`config.mk`:
```
export PLATFORM = sky130hd
export DESIGN_NAME = periodic_wakeup_timer
export DESIGN_NICKNAME = d
export VERILOG_FILES = /design/src/rtl/periodic_wakeup_timer.sv
export SDC_FILE = /design/constraint.sdc
export NUM_CORES = 1
export LEC_CHECK = 0
export BUFFER_PORTS_ARGS = -buffer_cell sky130_fd_sc_hd__buf_2
export CAP_MARGIN = 20
export CELL_PAD_IN_SITES_DETAIL_PLACEMENT = 0
export CELL_PAD_IN_SITES_GLOBAL_PLACEMENT = 1
export CORE_MARGIN = 2
export CORE_UTILIZATION = 46
export DETAILED_ROUTE_END_ITERATION = 12
export PLACE_DENSITY_LB_ADDON = 0.15
export RECOVER_POWER = 25
export SYNTH_ARGS = -nofsm -noshare
export SYNTH_HDL_FRONTEND = slang
export SYNTH_SLANG_ARGS = --single-unit
```
`constraint.sdc`:
```
create_clock -name clk -period 4.4 [get_ports clk]
set_input_delay 0.66 -clock clk [delete_from_list [all_inputs] [get_ports clk]]
set_output_delay 0.66 -clock clk [all_outputs]
set_load 0.1 [all_outputs]
```
`src/rtl/periodic_wakeup_timer.sv`:
```
module periodic_wakeup_timer #(
  parameter int DATA_W = 16,
  parameter int CNT_W  = 16,
  parameter int SYNC_N = 2
) (
  input  logic              clk,
  input  logic              rst_n,
  input  logic              slow_clk,
  input  logic              bus_wr,
  input  logic              bus_addr,
  input  logic [DATA_W-1:0] bus_wdata,
  output logic [DATA_W-1:0] bus_rdata,
  output logic              irq_o,
  output logic              ext_o
);

  logic clk_sel, wave_sel, ext_en, run, irq_en, flag;
  logic [CNT_W-1:0] reload_q, cnt;
  logic phase, pulse, sq;
  logic [SYNC_N:0] slow_sync;

  wire ctrl_wr   = bus_wr && !bus_addr;
  wire reload_wr = bus_wr && bus_addr;
  wire slow_tick = slow_sync[SYNC_N-1] && !slow_sync[SYNC_N];
  wire tick      = clk_sel ? 1'b1 : slow_tick;
  wire at_zero   = (cnt == '0);
  wire timeout   = run && tick && at_zero && phase;

  always_ff @(posedge clk or negedge rst_n)
    if (!rst_n) slow_sync <= '0;
    else        slow_sync <= {slow_sync[SYNC_N-1:0], slow_clk};

  always_ff @(posedge clk or negedge rst_n) begin
    if (!rst_n) begin
      clk_sel  <= 1'b0;
      wave_sel <= 1'b0;
      ext_en   <= 1'b0;
      run      <= 1'b0;
      irq_en   <= 1'b0;
      reload_q <= '0;
    end else begin
      if (ctrl_wr) begin
        wave_sel <= bus_wdata[4];
        ext_en   <= bus_wdata[3];
        run      <= bus_wdata[2];
        irq_en   <= bus_wdata[1];
        if (!run && !bus_wdata[2]) clk_sel <= bus_wdata[7];
      end
      if (reload_wr) reload_q <= bus_wdata[CNT_W-1:0];
    end
  end

  always_ff @(posedge clk or negedge rst_n)
    if (!rst_n)                          flag <= 1'b0;
    else if (timeout)                    flag <= 1'b1;
    else if (ctrl_wr && bus_wdata[0])    flag <= 1'b0;

  always_ff @(posedge clk or negedge rst_n) begin
    if (!rst_n) begin
      cnt   <= '0;
      phase <= 1'b0;
      pulse <= 1'b0;
      sq    <= 1'b0;
    end else if (!run) begin
      cnt   <= reload_q;
      phase <= 1'b0;
      pulse <= 1'b0;
      sq    <= 1'b0;
    end else if (tick) begin
      if (at_zero) begin
        cnt   <= reload_q;
        phase <= !phase;
      end else begin
        cnt <= cnt - CNT_W'(1);
      end
      pulse <= timeout;
      if (timeout) sq <= !sq;
    end
  end

  assign bus_rdata = bus_addr ? DATA_W'(reload_q)
                              : DATA_W'({clk_sel, 2'b00, wave_sel, ext_en, run, irq_en, flag});
  assign irq_o = flag && irq_en;
  assign ext_o = ext_en && run && (wave_sel ? sq : pulse);

  p_clk_lock_r2: assert property (@(posedge clk) disable iff (!rst_n)
    run |=> $stable(clk_sel));

  p_flag_sticky_r5: assert property (@(posedge clk) disable iff (!rst_n)
    (flag && !(ctrl_wr && bus_wdata[0])) |=> flag);

  p_timeout_wins_r6: assert property (@(posedge clk) disable iff (!rst_n)
    timeout |=> flag);

  p_pulse_width_r9: assert property (@(posedge clk) disable iff (!rst_n)
    (ext_o && !wave_sel && clk_sel && !bus_wr) |=> !ext_o);

  p_square_hold_r10: assert property (@(posedge clk) disable iff (!rst_n)
    (run && !timeout) |=> $stable(sq));

  p_idle_no_flag_r11: assert property (@(posedge clk) disable iff (!rst_n)
    !run |=> !$rose(flag));

endmodule

```
==> flow_metrics.env <==
export IMPL_status="finished, final reports clean"
export IMPL_p_leak_nw=1.11
export IMPL_report_final_slew_viol_count=0
export IMPL_syn_nets=247
export IMPL_ant_nets=0
export IMPL_antenna_cells=0
export IMPL_grt_pass1_vias=1576
export IMPL_worstReg2RegStart="cnt[0]$_DFFE_PN0P_"
export IMPL_setup_ws_ps=2040
export IMPL_die_h_um=74.5
export IMPL_worst_setup_path_type="reg -> out"
export IMPL_clock_skew_ps=7.28
export IMPL_drive_gt1_share_pct=29.4
export IMPL_grtUsageTotal_pct=19.5
export IMPL_layout_min_cycle_time_ps=2360
export IMPL_die_area_um2=5550
export IMPL_cts_buffers=5
export IMPL_holdPathStages=0
export IMPL_whs_endpoint="slow_sync[1]$_DFF_PN0_"
export IMPL_grt_pass1_wl_um=8110
export IMPL_startpoint_type="flip-flop"
export IMPL_final_util_pct=55.0
export IMPL_p_per_area_nw_per_um2=472
export IMPL_io_buffers=38
export IMPL_hold_viol_final=0
export IMPL_wl_per_cell_um=15.2
export IMPL_yosysTopAreaCellShare_pct=48.1
export IMPL_yosysWarnings=0
export IMPL_rsz0062_at_grt="no"
export IMPL_nets=284
export IMPL_r2r_end="cnt[13]$_DFFE_PN0P_"
export IMPL_placementRows=25
export IMPL_cts_root_buffer="clkbuf_8"
export IMPL_yosys_area_top_type="dfrtp_1"
export IMPL_crit_path_max_fanout=9
export IMPL_viasPerCell=5.27
export IMPL_ys_flop_type="dfrtp_1"
export IMPL_finalCritPeriodShare_pct=53.5
export IMPL_crit_family="buffers and inverters"
export IMPL_cts_htree_levels=2
export IMPL_reg2reg_depth=6
export IMPL_vdd_ir_drop_max_uv=288
export IMPL_placed_cells_incl_taps=320
export IMPL_grt_max_degree=45
export IMPL_cp_required_ps=3740
export IMPL_initial_core_util_pct=48.1
export IMPL_clk_latency_ps=290
export IMPL_clock_path_buffers=2
export IMPL_cp_num_buf_inv=2
export IMPL_place_congestion=0.754
export IMPL_drt_iter0_drc=108
export IMPL_drt_pass1_iterations=4
export IMPL_cpPeakStageDelay_ps=580
export IMPL_worst_r2r_setup_slack_ps=2130
export IMPL_crit_chain="inv_1 -> o21ai_0 -> buf_2"
export IMPL_cts_resized_gates=0
export IMPL_syn_to_final_growth_pct=14.4
export IMPL_synth_cell_types=43
export IMPL_critPathArrivalTime_ps=1700
export IMPL_cts_sinks=44
export IMPL_dpl_hpwl_um=3600
export IMPL_max_cap_violations=0
export IMPL_slew_headroom_pct=2.89
export IMPL_postCtsSetupRepairBufs=0
export IMPL_overflow=0
export IMPL_cts_tree="yes"
export IMPL_async_flop_share_pct=100
export IMPL_ys_seq_area_share_pct=48.1
export IMPL_min_path_type="reg -> reg"
export IMPL_synth_edf_count=0
export IMPL_die_x_um=74.5
export IMPL_synth_area_leaders="dfrtp_1, mux2_2, a21oi_1"
export IMPL_netlist_instances=224
export IMPL_wl_um=4990
export IMPL_slowest_stage="dfrtp_1"
export IMPL_tightest_slew_ps=1460
export IMPL_fmax_mhz=425
export IMPL_min_from="slow_sync[0]$_DFF_PN0_"
export IMPL_clk_pin_slew_ps=80
export IMPL_setup_viol=0
export IMPL_drc_errors=0
export IMPL_hold_buffers=0
export IMPL_netlist_area_um2=2290
export IMPL_route_vias_total=1734
export IMPL_yosys_register_bits=44
export IMPL_syn_area_per_cell_um2=10.2
export IMPL_io_pins=39
export IMPL_place_ws_ps=2120
export IMPL_core_area_um2=4750
export IMPL_fin_cells=329
export IMPL_setup_tns_final_ps=0
export IMPL_endpoint_kind="output pin"
export IMPL_antenna_found_initial=0
area by class of cell:
cell class                      count  area, µm²
Sequential cell                    44       1100
Tap cell                           67       83.8
Inverter                            5       18.8
Clock buffer                        6       82.6
Clock inverter                      2       15.0
Multi-Input combinational cell    165       1110
Fill cell                         462       2140
Timing Repair Buffer               40        200
cell usage after synthesis, types with 4 or more instances:
library cell  number
and2_1            11
inv_1              5
o21ai_0           14
nand3_1            7
nor2b_1            4
nand2_1           18
dfrtp_1           44
mux2_2            24
a21oi_1           21
nor3_1             8
nor2_1            15
clkbuf_1           8
cells in the final DEF, fill, tap and decap left out, types with 2 or more instances in the layout:
cell,instances
clkinvlp_4,2
buf_2,37
inv_1,5
ha_1,2
nor4_1,3
clkbuf_1,2
a21oi_1,21
or4_1,2
o21ai_0,14
nand3_1,7
nor2_1,15
dfrtp_1,44
clkbuf_8,6
nor2b_1,4
nand2_1,18
o311ai_0,2
or3_1,2
mux2_2,24
nor3b_1,3
xor2_1,2
xnor2_1,2
nand4_1,3
or2b_1,2
nor3_1,8
and2_1,11
state kept, by name, summed over array words and instances (netlist names):
signal and count:
pulse 1, clk_sel 1, slow_sync 3, flag 1, sq 1, run 1, cnt 16, reload_q 16
phase 1, wave_sel 1, ext_en 1, irq_en 1
per-stage QoR:
stage / area (µm²) / hold WS, ps / power (mW)
final: 2620 / 365 / 1.23
after global routing: 2620 / 386 / 1.31
after CTS: 2610 / 371 / 1.25
after detailed placement: 2520 / 352 / 0.976
after global placement: 2520 / 334 / 0.972
after floorplan: 2290 / 331 / 0.881
how the worst max path moves through the flow:
stage / start / end / slack, ps / cells after the start
2_1_floorplan: bus_addr / bus_rdata[7] / 600 / 3
5_1_grt: rst_n / phase$_DFFE_PN0P_ / 1630 / 2
3_5_place_dp: bus_addr / bus_rdata[0] / 2120 / 3
3_3_place_gp: bus_addr / bus_rdata[0] / 2140 / 3
6_report: run$_DFFE_PN0P_ / bus_rdata[2] / 2040 / 3
4_1_cts: run$_DFFE_PN0P_ / bus_rdata[2] / 2030 / 3
report_power, final:
part / leakage, nW / internal (mW) / switching, mW
Combinational: 0.544 / 0.125 / 0.269
Clock: 0.0434 / 0.127 / 0.140
Sequential: 0.523 / 0.481 / 0.0934
routing by layer:
metal / vias up / wire length [µm] / GRT usage, %
met1: 821 / 2530 / 29.3
li1: 878 / - / -
met2: 31 / 2260 / 28.5
met5: - / 0 / 0
met4: 0 / 56 / 5.95
met3: 4 / 141 / 4.07
cell families (layout without fill, tap and decap cells):
group,Yosys count,in the layout,synth area share (%)
flip-flops,44,44,48.1
AND/OR/NAND/NOR,85,85,20.0
multiplexers,25,25,12.3
AO/OA/AOI/OAI,49,49,13.9
buffers and inverters,15,53,3.12
adder cells (fa/ha/maj),2,2,1.09
XOR/XNOR,4,4,1.53
No activity file was read; power rests on OpenSTA's default activity.
